$ cat config.mk
export PLATFORM = sky130hd
export DESIGN_NAME = ts0_pingpong
export DESIGN_NICKNAME = d
export VERILOG_FILES = /design/src/rtl/ts0_pingpong.sv
export SDC_FILE = /design/constraint.sdc
export NUM_CORES = 1
export LEC_CHECK = 0
export CORE_MARGIN = 4
export CORE_UTILIZATION = 45
export CTS_BUF_LIST = sky130_fd_sc_hd__clkbuf_4 sky130_fd_sc_hd__clkbuf_8
export DETAILED_ROUTE_END_ITERATION = 12
export GPL_ROUTABILITY_DRIVEN = 1
export GPL_TIMING_DRIVEN = 0
export PLACE_DENSITY = 0.68
export REMOVE_ABC_BUFFERS = 1
export SETUP_SLACK_MARGIN = 0.5
export SLEW_MARGIN = 10
export SYNTH_ARGS = -nofsm -noshare
export SYNTH_HDL_FRONTEND = slang
export SYNTH_SLANG_ARGS = --single-unit
$ cat constraint.sdc
create_clock -name clk -period 2.5 [get_ports clk]
set_input_delay 0.5 -clock clk [delete_from_list [all_inputs] [get_ports clk]]
set_output_delay 0.5 -clock clk [all_outputs]
set_load 0.005 [all_outputs]
$ cat src/rtl/ts0_pingpong.sv
module ts0_pingpong #(
  parameter int FRAMES = 16,
  localparam int AW = $clog2(FRAMES)
) (
  input  logic          clk,
  input  logic          rst_n,
  input  logic          frame_stb,
  input  logic          crc4,
  input  logic [1:0]    tx_sel,
  input  logic          rx_to_ram,
  input  logic [7:0]    tx_fifo_data,
  output logic          tx_fifo_rd,
  output logic [7:0]    tx_ts0,
  input  logic [7:0]    rx_ts0,
  output logic          rx_fifo_wr,
  output logic [7:0]    rx_fifo_data,
  input  logic          h_sel_rx,
  input  logic          h_half,
  input  logic [AW-1:0] h_addr,
  input  logic          h_we,
  input  logic [7:0]    h_wdata,
  output logic [7:0]    h_rdata,
  output logic          tx_host_half,
  output logic          rx_host_half,
  output logic          tx_swap,
  output logic          rx_swap,
  output logic          h_err
);
  localparam int DEPTH = 2 * FRAMES;
  localparam logic [1:0] SRC_FIFO = 2'd1;
  localparam logic [1:0] SRC_RAM  = 2'd2;
  localparam logic [7:0] ALIGN_WORD = 8'h9B;
  localparam logic [6:0] NONALIGN_LOW = 7'h5F;
  localparam logic [7:0] MF_BITS = 8'hF4;

  logic [7:0]    tx_mem [DEPTH];
  logic [7:0]    rx_mem [DEPTH];
  logic [AW-1:0] idx;
  logic          wrap;
  logic [2:0]    mf_j;
  logic [7:0]    auto_byte;
  logic [7:0]    ram_byte;
  logic          tx_ram, host_ok;

  assign wrap     = (idx == AW'(FRAMES - 1));
  assign mf_j     = 3'(idx >> 1);
  assign tx_ram   = (tx_sel == SRC_RAM);
  assign host_ok  = !h_sel_rx && (h_half == tx_host_half);
  assign ram_byte = tx_mem[{~tx_host_half, idx}];

  always_comb begin
    if (!idx[0])   auto_byte = ALIGN_WORD;
    else if (crc4) auto_byte = {MF_BITS[mf_j], NONALIGN_LOW};
    else           auto_byte = {1'b1, NONALIGN_LOW};
  end

  assign tx_fifo_rd   = frame_stb && (tx_sel == SRC_FIFO);
  assign rx_fifo_wr   = frame_stb && !rx_to_ram;
  assign rx_fifo_data = rx_ts0;
  assign h_rdata      = h_sel_rx ? rx_mem[{h_half, h_addr}] : tx_mem[{h_half, h_addr}];

  always_ff @(posedge clk) begin
    if (!rst_n) begin
      idx          <= '0;
      tx_ts0       <= '0;
      tx_host_half <= 1'b0;
      rx_host_half <= 1'b0;
      tx_swap      <= 1'b0;
      rx_swap      <= 1'b0;
      h_err        <= 1'b0;
    end else begin
      tx_swap <= 1'b0;
      rx_swap <= 1'b0;
      h_err   <= h_we && !host_ok;
      if (frame_stb) begin
        idx <= wrap ? '0 : idx + 1'b1;
        case (tx_sel)
          SRC_FIFO: tx_ts0 <= tx_fifo_data;
          SRC_RAM:  tx_ts0 <= ram_byte;
          default:  tx_ts0 <= auto_byte;
        endcase
        if (wrap && tx_ram) begin
          tx_host_half <= ~tx_host_half;
          tx_swap      <= 1'b1;
        end
        if (wrap && rx_to_ram) begin
          rx_host_half <= ~rx_host_half;
          rx_swap      <= 1'b1;
        end
      end
    end
  end

  always_ff @(posedge clk) begin
    if (h_we && host_ok) tx_mem[{h_half, h_addr}] <= h_wdata;
    if (frame_stb && rx_to_ram) rx_mem[{~rx_host_half, idx}] <= rx_ts0;
  end

  assert_fifo_src_R4: assert property (@(posedge clk) disable iff (!rst_n)
    tx_fifo_rd |=> tx_ts0 == $past(tx_fifo_data));
  assert_swap_toggles_R6: assert property (@(posedge clk) disable iff (!rst_n)
    tx_swap |-> tx_host_half != $past(tx_host_half));
  assert_rx_swap_toggles_R6: assert property (@(posedge clk) disable iff (!rst_n)
    rx_swap |-> rx_host_half != $past(rx_host_half));
  assert_swap_needs_strobe_R6: assert property (@(posedge clk) disable iff (!rst_n)
    (tx_swap || rx_swap) |-> $past(frame_stb));
  assert_err_after_write_R8: assert property (@(posedge clk) disable iff (!rst_n)
    h_err |-> $past(h_we));
  assert_no_rx_push_R10: assert property (@(posedge clk) disable iff (!rst_n)
    rx_to_ram |-> !rx_fifo_wr);
  assert_hold_R11: assert property (@(posedge clk) disable iff (!rst_n)
    !frame_stb |=> $stable(tx_ts0));
endmodule

After elaboration in Yosys (flattened, before gate mapping):

Memory sizes are Yosys's and may differ from the RTL's. A register that Yosys moved wholly into a read port is not among the register bits.
Index checks and enable logic that the tools add are counted.

* $add $sub $neg: 1
* bitwise operators: 2
* reductions and logical operators: 14
* mux-type cells: 14
* order comparisons: 1
* eq/ne operators: 4

Operators with widths (number)
* 8-bit 2-to-1 mux: 3
* 8-bit one-hot mux with 2 select lines: 1
* 1-bit logical AND: 8
* 1-bit 2-to-1 mux: 7
* 3-bit 2-to-1 mux: 2
* 2-bit AND reduction: 3
* 4-bit by 1-bit adder with 4-bit output, second input constant: 1
* 4-bit equality test, second input constant: 1
* 3-bit by 4-bit < comparator with 1-bit output, second input constant: 1
* 4-bit 2-to-1 mux: 1
* 1-bit zero test: 3
* 2-bit by 1-bit equality test with 1-bit output, second input constant: 1
* 2-bit equality test, second input constant: 1
* 1-bit NOT: 2
* 1-bit equality test: 1

* register bits: 17
* memory bits (writable): 512
* bits of input ports: 38
* memories: 3
* ROM bits: 8

Memories
* rx_mem: depth 32, bits a word 8, read ports 1, clocked after Yosys merged registers in 0, wr ports 1, RTL line 37 `logic [7:0] rx_mem [DEPTH];`
* tx_mem: depth 32, bits a word 8, read ports 2, clocked after Yosys merged registers in 0, wr ports 1, RTL line 36 `logic [7:0] tx_mem [DEPTH];`
* (no name shown): depth 8, bits a word 1, read ports 1, clocked after Yosys merged registers in 1, wr ports 0, RTL line 53 `else if (crc4) auto_byte = {MF_BITS[mf_j], NONALIGN_LOW};`

Depth between registers and ports, before layout:

Gate-level depths: netlist of run 1.

* depth after elaboration: 5
* gate-level depth with buffers: 10
* depth with buffers taken out: 7

Least setup slack after synthesis of run 1:

OpenSTA, ideal clock, no wires.

* path kind: input port to output port
* start point: input port h_addr[1]
* end point: output port h_rdata[5]
* stages on the path: 6
* data required time: 2.000 ns
* path buffers: 3
* data arrival time: 1.976 ns
* setup slack: 0.024 ns
* cell sequence: buf_2 buf_2 clkbuf_1 mux4_2 a2111oi_0 a31oi_1

* longest elaborated chain between the ends: 2

Ends and longest elaborated chain
* start, declared: RTL line 19 `input logic [AW-1:0] h_addr,`
* memory read 32 x 8 bit (on tied branches)
* 8-bit 2-to-1 mux *: RTL line 60 `assign h_rdata = h_sel_rx ? rx_mem[{h_half, h_addr}] : tx_mem[{h_half, h_addr}];`
* end, declared: RTL line 22 `output logic [7:0] h_rdata,`

Every way passes the cells marked *; elsewhere a longest branch is shown, timed or not.

==> results of run 1 <==
==> worst reg2reg max path, cell delays in order, from the launching register on <==
cell and delay (ns):
dfxtp_4 0.39, buf_6 0.13, buf_16 0.13, buf_12 0.14
mux4_2 0.50, mux4_2 0.48, o21ai_2 0.19, o21ai_1 0.08
==> Yosys cell counts, types with 5 or more instances <==
cell and count:
o21ai_0 12, mux4_2 195, nand2_1 51, buf_4 16, mux2i_1 20, and2_1 5
a22oi_1 27, o21ai_1 6, or3_1 5, clkbuf_1 29, o22ai_1 5, edfxtp_1 512
nand3_1 21, dfxtp_1 18, inv_1 7, ha_1 6, nor2b_1 13, o211ai_1 11
o22a_1 7, nor3_1 20, a31oi_1 6, a21oi_1 24, nand2b_1 10, buf_2 26
buf_6 8, nor2_1 73, nand4_1 7
==> final cells by class <==
class                   count  area [sq um]  share of cell area [%]
clock buffers             111          1384                   4.923
flip-flops and latches    530         15760                   56.08
repair buffers            178          2293                   8.160
diodes                      1         2.502                0.008903
clock inverters            30         131.4                  0.4674
inverters                   7         37.54                  0.1335
multi-input cells         571          7656                   27.24
well taps                 672         840.8                   2.991
==> layer usage <==
layer  GRT usage, %  vias to the layer above  wire [um]  share of wire, %
li1               -                     5367          -                 -
met1          32.78                     7021      23880                36
met2          37.68                      999      31440                47
met3          6.415                      188       7734                12
met4          10.45                        2       3191               4.8
met5              0                        -         13             0.020
==> repair_timing <==
action,4_1_cts,5_1_grt
pin swaps,61,26
buffers inserted,65,24
gates cloned,13,2
resized for setup,356,43
endpoints found under the setup margin,554,417
==> power breakdown <==
group          switching (W)  total, W  internal [W]
registers          0.0000258   0.00980       0.00977
logic               0.000994   0.00180      0.000806
clock network        0.00331   0.00687       0.00357
total                0.00433    0.0185        0.0141
==> kinds of logic (layout without fill, tap and decap cells) <==
kind of cell | Yosys count | in the layout | synth area share [%]
flops | 530 | 530 | 68.77
mux | 217 | 217 | 20.17
simple gates | 217 | 217 | 4.424
compound gates | 128 | 128 | 3.833
buf+inv | 92 | 326 | 2.368
fa+ha+maj | 6 | 6 | 0.3281
xor+xnor | 3 | 3 | 0.1149
other cells | 0 | 1 | 0
==> through the flow <==
| step | setup slack (ns) | total power, W | hold slack (ns) |
|---|---|---|---|
| after floorplan | -2.059 | 0.01063 | 0.4819 |
| after global placement | -10.46 | 0.01153 | 0.5185 |
| after detailed placement | -1.696 | 0.01136 | 0.5277 |
| after CTS | -0.6465 | 0.01843 | 0.2211 |
| after global routing | -0.7100 | 0.01904 | 0.1802 |
| final | -0.6187 | 0.01847 | 0.1982 |
==> state kept, by name (all words and copies together), names as in the netlist, named ones only <==
name,cells
rx_swap,1
idx,4
tx_swap,1
tx_ts0,8
tx_host_half,1
h_err,1
rx_host_half,1
rx_mem,256
tx_mem,256
==> worst max-delay path by stage <==
stage                                to  slack, ns  cells after the start
after global routing         h_rdata[5]      -0.71                      6
after floorplan           rx_mem[31][0]      -2.06                      3
after global placement    tx_mem[23][6]     -10.46                      3
after CTS                    h_rdata[5]      -0.65                      6
after detailed placement     h_rdata[5]      -1.70                      7
final                        h_rdata[5]      -0.62                      6
==> impl_metrics.json, run 1 <==
{
  "setup_slack_ns": -0.6187,
  "ys.flop_type": "edfxtp_1",
  "vdd_drop_max_mv": 0.3243,
  "drtAntennaViolNets": 0,
  "die-area_sq_um": 54520,
  "dp_cells": 1854,
  "drcViolationCount": 0,
  "synth_top_area_share_pct": 67.19,
  "worstHoldStart": "frame_stb",
  "dp_hpwl_um": 37360,
  "root_buffer": "clkbuf_8",
  "ys_types": 54,
  "cpPeakStageDelay_ns": 0.55,
  "hold_end": "tx_ts0[7]",
  "setup-tns-final_ns": -3.918,
  "post-route-util_pct": 56.02,
  "layout_common_cells": "edfxtp_1, mux4_2, clkbuf_8, buf_4, nor2_4",
  "arrival_ns": 2.62,
  "end_kind": "output port",
  "ctsHoldBuffers": 0,
  "leakage_nw": 8.790,
  "num_vias": 13577,
  "holdCritPathClass": "in2reg",
  "num_io_pins": 69,
  "period_share_pct": 124.7,
  "final_cell_area_sq_um": 28110,
  "syn-instance-count": 1193,
  "grt_max_degree": 39,
  "h-tree-depth": 3,
  "avgSynthCellArea_sq_um": 19.18,
  "clkTransAtPathRegs_ns": 0.06,
  "tightestPinTransition_ns": 1.289,
  "cpLargestDelayFamily": "compound AO/OA/AOI/OAI gates",
  "whs_path_depth": 3,
  "synth_edf_count": 512,
  "clock_sinks": 530,
  "violations": "negative setup slack",
  "finalHoldViolCount": 0,
  "status": "complete, but fails checks",
  "ys_ff_latch": 530,
  "antenna_found_initial": 2,
  "ys_seq_area_share_pct": 68.77,
  "cp_slowest_cell": "mux4_2",
  "ys_async_sr_fraction_pct": 0,
  "path_buf_inv": 1,
  "timing.fmax_mhz": 320.6,
  "drt-initial-drc-count": 2022,
  "rrSetupSlack_ns": 0.35,
  "rows": 82,
  "setup_violations": 8,
  "postPlaceCellArea_sq_um": 24060,
  "r2r_start": "idx[0]",
  "start_util_pct": 45.61,
  "reg2reg_to": "tx_ts0[5]",
  "fin_cells": 2100,
  "synth_area_leaders": "edfxtp_1, mux4_2, dfxtp_1",
  "yosysTopAreaCell": "edfxtp_1",
  "r2r_cells": 7,
  "path_max_fanout": 2,
  "cellPowerDensity_nw_per_um2": 657.3,
  "gp_congestion": 0.8989,
  "area_growth_pct": 22.83,
  "clock_latency_ns": 0.66,
  "core_sq_um": 50170,
  "numCtsBuffers": 80,
  "avgRoutedWirePerCell_um": 31.55,
  "fin_skew_ns": 0.04132,
  "first_pass_iters": 6,
  "crit_required_ns": 2.00,
  "critical_path.cell_chain": "mux4_2 > a221oi_2 > a21oi_2 > a2111oi_4 > a31oi_4 > buf_2",
  "critPathKind": "reg2out",
  "layout_commonest_cell": "edfxtp_1",
  "cts_tree": "yes",
  "maxCapViolations": 0,
  "first_global_vias": 13301,
  "synth_warnings": 0,
  "fin_crit_ns": 3.119,
  "finish.net_count": 1412,
  "fill_cells": 3605,
  "io_buffers": 68,
  "grt_overflow": 0,
  "startpoint_type": "flip-flop",
  "rsz0062_at_grt": "yes",
  "slew_viol_final": 0,
  "clk_path_buf_depth": 3,
  "grt_usage_pct": 24.28,
  "die_w_um": 233.5,
  "grt_pass1_wl_um": 94450,
  "synth_area_sq_um": 22880,
  "fp.dieH_um": 233.5,
  "critPathLaunch": "tx_mem[11][5]",
  "drive_gt1_share_pct": 43.10,
  "slew-limit-headroom_pct": 13.81,
  "wirelength_um": 66250,
  "viasPerCell": 6.465
}
Note: power is estimated with default switching activity, not from simulation.
==> inputs of run 2 (changes only) <==
--- a/config.mk
+++ b/config.mk
@@ -5,7 +5,6 @@
 export SDC_FILE = /design/constraint.sdc
 export NUM_CORES = 1
 export LEC_CHECK = 0
-export CORE_MARGIN = 4
 export CORE_UTILIZATION = 45
 export CTS_BUF_LIST = sky130_fd_sc_hd__clkbuf_4 sky130_fd_sc_hd__clkbuf_8
 export DETAILED_ROUTE_END_ITERATION = 12
==> impl_metrics.json, run 2 (synthesis gave the netlist of run 1 again) <==
{
  "pwr-share-seq_pct": 51.4,
  "drive_gt1_share_pct": 45.81,
  "io_buffers": 68,
  "r2r_start": "idx[0]",
  "die-area_sq_um": 51750,
  "path_max_fanout": 37,
  "clock_latency_ns": 0.64,
  "core_sq_um": 50170,
  "cts_tree": "yes",
  "viasPerCell": 6.464,
  "intPower_w": 0.01464,
  "arrival_ns": 2.61,
  "fin_crit_ns": 3.106,
  "maxCapViolations": 0,
  "finalHoldViolCount": 0,
  "dp_hpwl_um": 37240,
  "tightestPinTransition_ns": 1.309,
  "clkTransAtPathRegs_ns": 0.07,
  "clock_sinks": 530,
  "wirelength_um": 67200,
  "violations": "negative setup slack",
  "status": "complete, but fails checks",
  "grt_overflow": 0,
  "netSwitchingPower_w": 0.004423,
  "postPlaceCellArea_sq_um": 24090,
  "setup_violations": 8,
  "end_kind": "output port",
  "worstHoldStart": "frame_stb",
  "reg2reg_to": "tx_ts0[4]",
  "crit_required_ns": 2.00,
  "whs_path_depth": 3,
  "fin_skew_ns": 0.02721,
  "die_w_um": 227.5,
  "num_vias": 13834,
  "numCtsBuffers": 81,
  "setup-tns-final_ns": -3.935,
  "slew_viol_final": 0,
  "drt-initial-drc-count": 2040,
  "first_global_vias": 13511,
  "final_cell_area_sq_um": 28710,
  "setup_slack_ns": -0.6063,
  "drcViolationCount": 0,
  "gp_congestion": 0.9804,
  "hold_end": "tx_ts0[7]",
  "fin_cells": 2140,
  "layout_common_cells": "edfxtp_1, mux4_2, clkbuf_8, buf_4, nor2_4",
  "leakage_nw": 9.020,
  "startpoint_type": "primary input",
  "drtAntennaViolNets": 0,
  "grt_usage_pct": 26.18,
  "avgRoutedWirePerCell_um": 31.40,
  "h-tree-depth": 3,
  "rsz0062_at_grt": "yes",
  "antenna_found_initial": 1,
  "rows": 82,
  "clk_path_buf_depth": 3,
  "fill_cells": 3571,
  "p_clk_share_pct": 38.7,
  "finish.net_count": 1452,
  "period_share_pct": 124.3,
  "holdCritPathClass": "in2reg",
  "dp_cells": 1855,
  "p_sw_share_pct": 23.21,
  "p_comb_share_pct": 9.8,
  "slew-limit-headroom_pct": 12.48,
  "start_util_pct": 45.61,
  "pre_cts_ws_ns": -2.067,
  "largest_registers": "rx_mem: 256 flops, tx_mem: 256 flops, tx_ts0: 8 flops",
  "root_buffer": "clkbuf_8",
  "num_io_pins": 69,
  "area_growth_pct": 25.49,
  "critPathKind": "in2out",
  "timing.fmax_mhz": 321.9,
  "rrSetupSlack_ns": 0.32,
  "layout_commonest_cell": "edfxtp_1",
  "grt_max_degree": 47,
  "first_pass_iters": 7,
  "vdd_drop_max_mv": 0.3625,
  "grt_pass1_wl_um": 94340,
  "r2r_cells": 8,
  "fp.dieH_um": 227.5,
  "cellPowerDensity_nw_per_um2": 663.8
}
==> run 2: worst max-delay path, cell delays in order <==
cell and delay (ns):
buf_4 0.25, buf_12 0.31, nand3_1 0.57, o22a_1 0.43
nand3_1 0.14, a31oi_2 0.15, buf_2 0.22
==> run 2: repair_timing <==
| action | in CTS | in global routing |
|---|---|---|
| setup buffers | 92 | 33 |
| hold buffers | 0 | 0 |
| resized for setup | 344 | 70 |
| endpoints found under the setup margin | 556 | 268 |
| gates cloned | 14 | 3 |
| pin swaps | 59 | 35 |
==> run 2: how the worst max path moves through the flow <==
stage          cells past startpoint       endpoint           from  slack (ns)
2_1_floorplan                      3  rx_mem[31][0]         idx[0]       -2.06
3_3_place_gp                       3  tx_mem[31][7]      h_addr[0]      -10.40
3_5_place_dp                       9     h_rdata[5]      h_addr[0]       -2.07
4_1_cts                            6     h_rdata[5]  tx_mem[11][5]       -0.66
5_1_grt                            6     h_rdata[5]  tx_mem[14][5]       -0.63
6_report                           7     h_rdata[5]         h_half       -0.61
==> run 2: area by class of cell <==
class | instances | area [sq um] | share of cell area [%]
multi-input combinational | 571 | 7737 | 26.95
inverter | 7 | 37.54 | 0.1307
timing repair buffer | 217 | 2699 | 9.399
antenna | 1 | 2.502 | 0.008715
sequential | 530 | 15760 | 54.90
clock buffer | 107 | 1341 | 4.671
tap | 672 | 840.8 | 2.928
clock inverter | 35 | 292.8 | 1.020
==> run 2: power by group through the flow <==
stage / logic [W] / clock network, W / registers (W)
detailed placement: 0.00132 / 0 / 0.0100
global route: 0.00192 / 0.00782 / 0.00980
finish: 0.00187 / 0.00739 / 0.00980
CTS: 0.00172 / 0.00744 / 0.00981
floorplan: 0.000588 / 0 / 0.0100
global placement: 0.00143 / 0 / 0.0101
==> run 2: stage by stage <==
step | utilization [%] | total power (W) | hold slack, ns
detailed placement | 48.02 | 0.01136 | 0.5105
floorplan | - | 0.01063 | 0.4819
finish | 57.23 | 0.01906 | 0.2889
global placement | 47.61 | 0.01152 | 0.4920
global route | 57.23 | 0.01955 | 0.2964
CTS | 55.78 | 0.01896 | 0.2211
==> run 2: per-layer routing <==
| metal | global-route usage, % | share of wire, % | up-vias |
|---|---|---|---|
| met4 | 12.47 | 5.0 | 0 |
| li1 | - | - | 5444 |
| met1 | 36.04 | 37 | 7186 |
| met3 | 4.904 | 11 | 207 |
| met2 | 40.57 | 47 | 997 |
| met5 | 0 | 0 | - |
